<file path="config.mk">
export PLATFORM = sky130hd
export DESIGN_NAME = cfg_i2c_port
export DESIGN_NICKNAME = d
export VERILOG_FILES = /design/src/rtl/cfg_i2c_pkg.sv /design/src/rtl/cfg_i2c_sync.sv /design/src/rtl/cfg_i2c_engine.sv /design/src/rtl/cfg_commit.sv /design/src/rtl/cfg_i2c_port.sv
export SDC_FILE = /design/constraint.sdc
export NUM_CORES = 1
export LEC_CHECK = 0
export ABC_CLOCK_PERIOD_IN_PS = 3100
export BUFFER_PORTS_ARGS = -buffer_cell sky130_fd_sc_hd__buf_2
export CORE_ASPECT_RATIO = 1.1
export CORE_UTILIZATION = 45
export DETAILED_ROUTE_END_ITERATION = 8
export HOLD_SLACK_MARGIN = 0.03
export PLACE_DENSITY = 0.63
export RECOVER_POWER = 25
export SYNTH_ARGS = -nofsm -noshare
export SYNTH_HDL_FRONTEND = slang
export SYNTH_HIERARCHICAL = 1
export SYNTH_SLANG_ARGS = --single-unit
</file>
<file path="constraint.sdc">
create_clock -name clk -period 3.1 [get_ports clk]
set_clock_uncertainty 0.1 [all_clocks]
set_input_delay 0.31 -clock clk [delete_from_list [all_inputs] [get_ports clk]]
set_output_delay 0.31 -clock clk [all_outputs]
set_load 0.02 [all_outputs]
</file>
<file path="src/rtl/cfg_i2c_pkg.sv">
package cfg_i2c_pkg;
  localparam int REG_W  = 6;
  localparam int MODE_W = 2;
  localparam int BYTE_W = REG_W + MODE_W;

  localparam logic [6:0] SLV_ADDR_HI = 7'b1001110;
  localparam logic [6:0] SLV_ADDR_LO = 7'b0110111;

  typedef enum logic [2:0] {
    ST_IDLE,
    ST_RX,
    ST_ACK,
    ST_TX,
    ST_RACK
  } bus_state_t;

  function automatic logic [BYTE_W-1:0] pad_word(input logic [REG_W-1:0] v);
    return {{MODE_W{1'b0}}, v};
  endfunction
endpackage

</file>
<file path="src/rtl/cfg_i2c_sync.sv">
module cfg_i2c_sync #(
  parameter int STAGES = 2
) (
  input  logic clk,
  input  logic rst,
  input  logic scl_i,
  input  logic sda_i,
  output logic scl_rise,
  output logic scl_fall,
  output logic sda_s,
  output logic start_det,
  output logic stop_det
);
  logic [STAGES:0] scl_p;
  logic [STAGES:0] sda_p;
  logic scl_now, scl_old, sda_now, sda_old;

  assign scl_now = scl_p[STAGES-1];
  assign scl_old = scl_p[STAGES];
  assign sda_now = sda_p[STAGES-1];
  assign sda_old = sda_p[STAGES];

  always_ff @(posedge clk) begin
    if (rst) begin
      scl_p     <= '1;
      sda_p     <= '1;
      scl_rise  <= 1'b0;
      scl_fall  <= 1'b0;
      sda_s     <= 1'b1;
      start_det <= 1'b0;
      stop_det  <= 1'b0;
    end else begin
      scl_p     <= {scl_p[STAGES-1:0], scl_i};
      sda_p     <= {sda_p[STAGES-1:0], sda_i};
      scl_rise  <= scl_now & ~scl_old;
      scl_fall  <= ~scl_now & scl_old;
      sda_s     <= sda_now;
      start_det <= scl_now & scl_old & sda_old & ~sda_now;
      stop_det  <= scl_now & scl_old & ~sda_old & sda_now;
    end
  end

  AST_STOP_ONE_CYCLE: assert property (@(posedge clk) disable iff (rst)
    stop_det |=> !stop_det);
  AST_START_STOP_EXCL: assert property (@(posedge clk) disable iff (rst)
    !(start_det && stop_det));
endmodule

</file>
<file path="src/rtl/cfg_i2c_engine.sv">
module cfg_i2c_engine
  import cfg_i2c_pkg::*;
(
  input  logic              clk,
  input  logic              rst,
  input  logic              addr_sel,
  input  logic [REG_W-1:0]  in_port,
  input  logic [REG_W-1:0]  reg_a,
  input  logic [REG_W-1:0]  reg_b,
  input  logic              scl_rise,
  input  logic              scl_fall,
  input  logic              sda_s,
  input  logic              start_det,
  input  logic              stop_det,
  output logic              sda_oe,
  output logic              wr_valid,
  output logic [BYTE_W-1:0] wr_byte
);
  localparam int CNT_W = $clog2(BYTE_W + 1);

  bus_state_t        state;
  logic [CNT_W-1:0]  bit_cnt;
  logic [BYTE_W-1:0] shreg;
  logic              is_addr;
  logic              rd_mode;
  logic              nack;
  logic [1:0]        idx;
  logic [6:0]        my_addr;
  logic [1:0]        idx_next;
  logic [BYTE_W-1:0] first_tx;
  logic [BYTE_W-1:0] next_tx;

  assign my_addr  = addr_sel ? SLV_ADDR_HI : SLV_ADDR_LO;
  assign idx_next = (idx == 2'd2) ? 2'd2 : idx + 2'd1;

  function automatic logic [BYTE_W-1:0] pick(input logic [1:0] i,
      input logic [REG_W-1:0] a, input logic [REG_W-1:0] b,
      input logic [REG_W-1:0] p);
    case (i)
      2'd0:    return pad_word(a);
      2'd1:    return pad_word(b);
      default: return pad_word(p);
    endcase
  endfunction

  assign first_tx = pick(2'd0, reg_a, reg_b, in_port);
  assign next_tx  = pick(idx_next, reg_a, reg_b, in_port);

  always_ff @(posedge clk) begin
    if (rst) begin
      state    <= ST_IDLE;
      bit_cnt  <= '0;
      shreg    <= '0;
      is_addr  <= 1'b0;
      rd_mode  <= 1'b0;
      nack     <= 1'b0;
      idx      <= '0;
      sda_oe   <= 1'b0;
      wr_valid <= 1'b0;
      wr_byte  <= '0;
    end else begin
      wr_valid <= 1'b0;
      if (start_det) begin
        state   <= ST_RX;
        bit_cnt <= '0;
        is_addr <= 1'b1;
        sda_oe  <= 1'b0;
      end else if (stop_det) begin
        state  <= ST_IDLE;
        sda_oe <= 1'b0;
      end else begin
        case (state)
          ST_RX: begin
            if (scl_rise) begin
              shreg   <= {shreg[BYTE_W-2:0], sda_s};
              bit_cnt <= bit_cnt + 1'b1;
            end else if (scl_fall && bit_cnt == CNT_W'(BYTE_W)) begin
              bit_cnt <= '0;
              if (is_addr) begin
                if (shreg[BYTE_W-1:1] == my_addr) begin
                  state   <= ST_ACK;
                  sda_oe  <= 1'b1;
                  rd_mode <= shreg[0];
                end else begin
                  state <= ST_IDLE;
                end
              end else begin
                wr_valid <= 1'b1;
                wr_byte  <= shreg;
                state    <= ST_ACK;
                sda_oe   <= 1'b1;
              end
            end
          end
          ST_ACK: begin
            if (scl_fall) begin
              is_addr <= 1'b0;
              if (is_addr && rd_mode) begin
                state  <= ST_TX;
                idx    <= 2'd0;
                shreg  <= first_tx;
                sda_oe <= ~first_tx[BYTE_W-1];
              end else begin
                state  <= ST_RX;
                sda_oe <= 1'b0;
              end
            end
          end
          ST_TX: begin
            if (scl_rise) begin
              bit_cnt <= bit_cnt + 1'b1;
            end else if (scl_fall) begin
              if (bit_cnt == CNT_W'(BYTE_W)) begin
                bit_cnt <= '0;
                sda_oe  <= 1'b0;
                state   <= ST_RACK;
              end else begin
                shreg  <= {shreg[BYTE_W-2:0], 1'b0};
                sda_oe <= ~shreg[BYTE_W-2];
              end
            end
          end
          ST_RACK: begin
            if (scl_rise) begin
              nack <= sda_s;
            end else if (scl_fall) begin
              if (nack) begin
                state <= ST_IDLE;
              end else begin
                idx    <= idx_next;
                shreg  <= next_tx;
                sda_oe <= ~next_tx[BYTE_W-1];
                state  <= ST_TX;
              end
            end
          end
          default: state <= ST_IDLE;
        endcase
      end
    end
  end

  AST_IDLE_RELEASED: assert property (@(posedge clk) disable iff (rst)
    (state == ST_IDLE) |-> !sda_oe);
  AST_ACK_ADDR_MATCH: assert property (@(posedge clk) disable iff (rst)
    (state == ST_ACK && is_addr) |-> (shreg[BYTE_W-1:1] == my_addr));
  AST_READ_NO_WRITE: assert property (@(posedge clk) disable iff (rst)
    (state == ST_TX || state == ST_RACK) |-> !wr_valid);
  AST_RESTART_ADDR: assert property (@(posedge clk) disable iff (rst)
    start_det |=> (state == ST_RX && is_addr && bit_cnt == '0));
  AST_NACK_RELEASE: assert property (@(posedge clk) disable iff (rst)
    (state == ST_RACK && scl_fall && nack) |=> !sda_oe);
endmodule

</file>
<file path="src/rtl/cfg_commit.sv">
module cfg_commit
  import cfg_i2c_pkg::*;
#(
  parameter int unsigned DELAY = 1_250_000
) (
  input  logic              clk,
  input  logic              rst,
  input  logic              wr_valid,
  input  logic [BYTE_W-1:0] wr_byte,
  output logic [REG_W-1:0]  reg_a,
  output logic [REG_W-1:0]  reg_b,
  output logic [MODE_W-1:0] mode
);
  logic              apply;
  logic [BYTE_W-1:0] pend;

  generate
    if (DELAY == 0) begin : g_direct
      assign apply = wr_valid;
      assign pend  = wr_byte;
    end else begin : g_timed
      localparam int CW = $clog2(DELAY + 1);
      logic [CW-1:0]     cnt;
      logic              busy;
      logic [BYTE_W-1:0] hold;

      always_ff @(posedge clk) begin
        if (rst) begin
          cnt  <= '0;
          busy <= 1'b0;
          hold <= '0;
        end else if (wr_valid) begin
          hold <= wr_byte;
          cnt  <= CW'(DELAY - 1);
          busy <= 1'b1;
        end else if (busy) begin
          if (cnt == '0) busy <= 1'b0;
          else           cnt  <= cnt - 1'b1;
        end
      end

      assign apply = busy && (cnt == '0) && !wr_valid;
      assign pend  = hold;

      AST_NO_EARLY_COMMIT: assert property (@(posedge clk) disable iff (rst)
        wr_valid |=> ($stable(reg_a) && $stable(reg_b) && $stable(mode)));
    end
  endgenerate

  always_ff @(posedge clk) begin
    if (rst) begin
      reg_a <= '0;
      reg_b <= '0;
      mode  <= '0;
    end else if (apply) begin
      mode <= pend[BYTE_W-1 -: MODE_W];
      if (pend[REG_W]) reg_b <= pend[REG_W-1:0];
      else             reg_a <= pend[REG_W-1:0];
    end
  end

  AST_RESET_CLEAR: assert property (@(posedge clk)
    rst |=> (reg_a == '0 && reg_b == '0 && mode == '0));
endmodule

</file>
<file path="src/rtl/cfg_i2c_port.sv">
module cfg_i2c_port
  import cfg_i2c_pkg::*;
#(
  parameter int unsigned COMMIT_CYCLES = 1_250_000,
  parameter int          SYNC_STAGES   = 2
) (
  input  logic              clk,
  input  logic              rst,
  input  logic              addr_sel,
  input  logic [REG_W-1:0]  in_port,
  input  logic              scl_i,
  input  logic              sda_i,
  output logic              sda_oe,
  output logic [REG_W-1:0]  reg_a,
  output logic [REG_W-1:0]  reg_b,
  output logic [MODE_W-1:0] mode,
  output logic              stop_pulse
);
  logic              scl_rise, scl_fall, sda_s, start_det, stop_det;
  logic              wr_valid;
  logic [BYTE_W-1:0] wr_byte;

  cfg_i2c_sync #(.STAGES(SYNC_STAGES)) u_sync (
    .clk(clk), .rst(rst), .scl_i(scl_i), .sda_i(sda_i),
    .scl_rise(scl_rise), .scl_fall(scl_fall), .sda_s(sda_s),
    .start_det(start_det), .stop_det(stop_det)
  );

  cfg_i2c_engine u_engine (
    .clk(clk), .rst(rst), .addr_sel(addr_sel), .in_port(in_port),
    .reg_a(reg_a), .reg_b(reg_b),
    .scl_rise(scl_rise), .scl_fall(scl_fall), .sda_s(sda_s),
    .start_det(start_det), .stop_det(stop_det),
    .sda_oe(sda_oe), .wr_valid(wr_valid), .wr_byte(wr_byte)
  );

  cfg_commit #(.DELAY(COMMIT_CYCLES)) u_commit (
    .clk(clk), .rst(rst), .wr_valid(wr_valid), .wr_byte(wr_byte),
    .reg_a(reg_a), .reg_b(reg_b), .mode(mode)
  );

  assign stop_pulse = stop_det;
endmodule

</file>
==> reports/metrics.cfg <==
[outcome]
status=complete, but fails checks
violations=capacitance limit, slew limit

[global_routing]
grt_max_degree=49
grt.total_usage_pct=20.8
grt_pass1_wl_um=15700
antenna_found_initial=0
gr-total-overflow=0
grt_pass1_vias=3158

[job]
cap_violations=1

[finish]
areaGrowthSynthToFinish_pct=9.69
nets=506
drive_gt1_share_pct=11.1
n_fill_cell=884
final_area_mm2=0.00456
antenna_cells=0
fin_util_pct=51.1

[synth]
yosysWarningCount=6
ys_ff_latch=84
synthDistinctLibCells=72
synthTopCellsByCount=84 x dfxtp_1, 62 x nor2_1, 35 x a21oi_1
synthesis.area_mm2=0.00416
synth_flop_cell=dfxtp_1
synth_enable_flop_cells=0
syn_inst=466
seq_area_frac_synth_pct=40.5
syn_nets=483
async_flop_share_pct=0
syn_avg_cell_area_um2=8.92
netlist.area_leader.share_pct=40.5
synth_area_leaders=dfxtp_1 40%, mux2i_1 8.2%, nor2_1 5.6%, a21oi_1 4.2%, xnor2_1 2.7%
yosysMostFrequentCell=dfxtp_1
yosysTopAreaCell=dfxtp_1

[setup_path]
slowest_stage=clkbuf_1
cp-end-kind=register
required_ns=3.23
cp_max_fo=48
crit_chain=clkbuf_1 -> clkbuf_2 -> nor2_1
slowest_delay_ns=1.49
path_class=input pin to register
crit_arrival_ns=2.60
startpoint_type=input pin

[drt]
dr_total_vias=3377
first_pass_iters=4
wl_per_cell_um=15.5
via_per_inst=5.55
drt_iter0_markers=102
final_antenna_net_count=0
drc=0
wl_um=9430

[clock_tree]
cts_tree=built
clkLatencyLatePin_ns=0.35
cts_root_buf=clkbuf_8
cts_max_level=3
clk_pin_slew_ns=0.09
cts_inserted_buffers=9
numClockSinks=84
cts_buffer_depth=2

[power_and_ir_drop]
powerDensity_mw_per_mm2=418
peakVddDrop_v=0.000218
p_leak_nw=1.70
p_total_mw=1.91

[floorplanning]
die_w_um=93.6
die_height_um=103
core_mm2=0.00892
dieArea_mm2=0.00963
num_rows=36
initial_utilization_pct=46.6
io-pin-count=27

[sta]
fmax_mhz=403
rsz0062_at_grt=false
hold_viol=0
finalCritPeriodShare_pct=80.0
tightest_slew_ns=2.14
maxSlewHeadroom_pct=-42.9
slew_viol_final=49
setup_slack_ns=0.620
finalSetupTns_ns=0
period_minus_slack_ns=2.48
finalSetupViolCount=0

[placed_design]
post-place-ws_ns=0.751
dp_hpwl_um=6660
io_buffers=26
place_area_mm2=0.00438
gp_congestion=0.903

[hold_path]
hold_class=register to register

## area by class of cell
class,count,area (µm²),share of cell area (%)
well taps,114,143,3.13
repair buffers,37,196,4.31
multi-input cells,339,2280,49.9
clock buffers,9,124,2.72
clock inverters,7,71.3,1.56
flip-flops and latches,84,1680,36.9
inverters,18,67.6,1.48
## registers in the layout (all words and copies together), names as in the netlist, 2 cells and up
signal / cells
u_sync/scl_p: 3
u_commit/reg_a: 6
u_engine/wr_byte: 8
u_commit/g_timed.hold: 8
u_engine/idx: 2
u_commit/g_timed.cnt: 21
u_commit/reg_b: 6
u_commit/mode: 2
u_engine/bit_cnt: 4
u_sync/sda_p: 2
u_engine/state: 3
u_engine/shreg: 8
## cell families after synthesis
kind of cell               share of synthesized area [%]
muxes                                               8.19
buffers and inverters                               4.36
and+or+nand+nor                                     26.2
xor gates and xnor gates                            2.95
adders and majority gates                           1.81
AOI/OAI and AO/OA                                   16.0
DFF                                                 40.5
## final timing paths
| kind | slack, ns | end | depth (start not counted) | startpoint |
|---|---|---|---|---|
| max | 0.62 | u_engine/wr_byte[6]$_SDFFE_PP0P_ | 3 | rst |
| min reg2reg | 0.32 | u_sync/scl_p[1]$_SDFF_PP1_ | 1 | u_sync/scl_p[0]$_SDFF_PP1_ |
| max reg2reg | 0.66 | u_engine/shreg[7]$_SDFFE_PP0P_ | 5 | u_engine/state[0]$_SDFFE_PP0P_ |
| min | 0.32 | u_sync/scl_p[1]$_SDFF_PP1_ | 1 | u_sync/scl_p[0]$_SDFF_PP1_ |
## critical path: cells and delay by family
kind,cells,cell delay [ns]
buffers and inverters,2,2.15
AND/OR/NAND/NOR,1,0.10
## power by group
part	switching (mW)	leakage (nW)	internal, mW
clock network	0.447	0.0926	0.313
logic	0.0344	0.925	0.0201
registers	0.00790	0.678	1.08
total	0.490	1.70	1.42
## what timing repair did
item,4_1_cts,5_1_grt
hold buffers,2,0
setup endpoints to repair,0,0
gates resized for setup,0,0
setup buffers,0,0
endpoints found under the hold margin,2,0
## layout by cell type, fill, tap and decap left out, types with 8 or more instances in the layout
master / count
nor2b_1: 16
buf_4: 8
nor2_1: 62
a31oi_1: 8
mux2i_1: 34
clkbuf_8: 9
dfxtp_1: 84
nand2b_1: 9
inv_1: 17
nor3_1: 22
xnor2_1: 13
clkbuf_1: 15
nand3_1: 8
nand2_1: 15
a21oi_1: 35
o21ai_0: 9
buf_2: 11
## per-layer routing
| metal | share of wire, % | GRT usage, % | vias up |
|---|---|---|---|
| met5 | 0 | 0 | - |
| met1 | 49 | 27.9 | 1583 |
| met3 | 4.0 | 5.60 | 8 |
| met2 | 47 | 32.9 | 62 |
| met4 | 0.78 | 5.80 | 0 |
| li1 | - | - | 1724 |
## stage by stage
stage	hold WS [ns]	cells
floorplan	0.283	466
global placement	0.293	590
detailed placement	0.297	590
CTS	0.320	608
global route	0.360	608
finish	0.321	608
(Power assumes the default switching activity.)
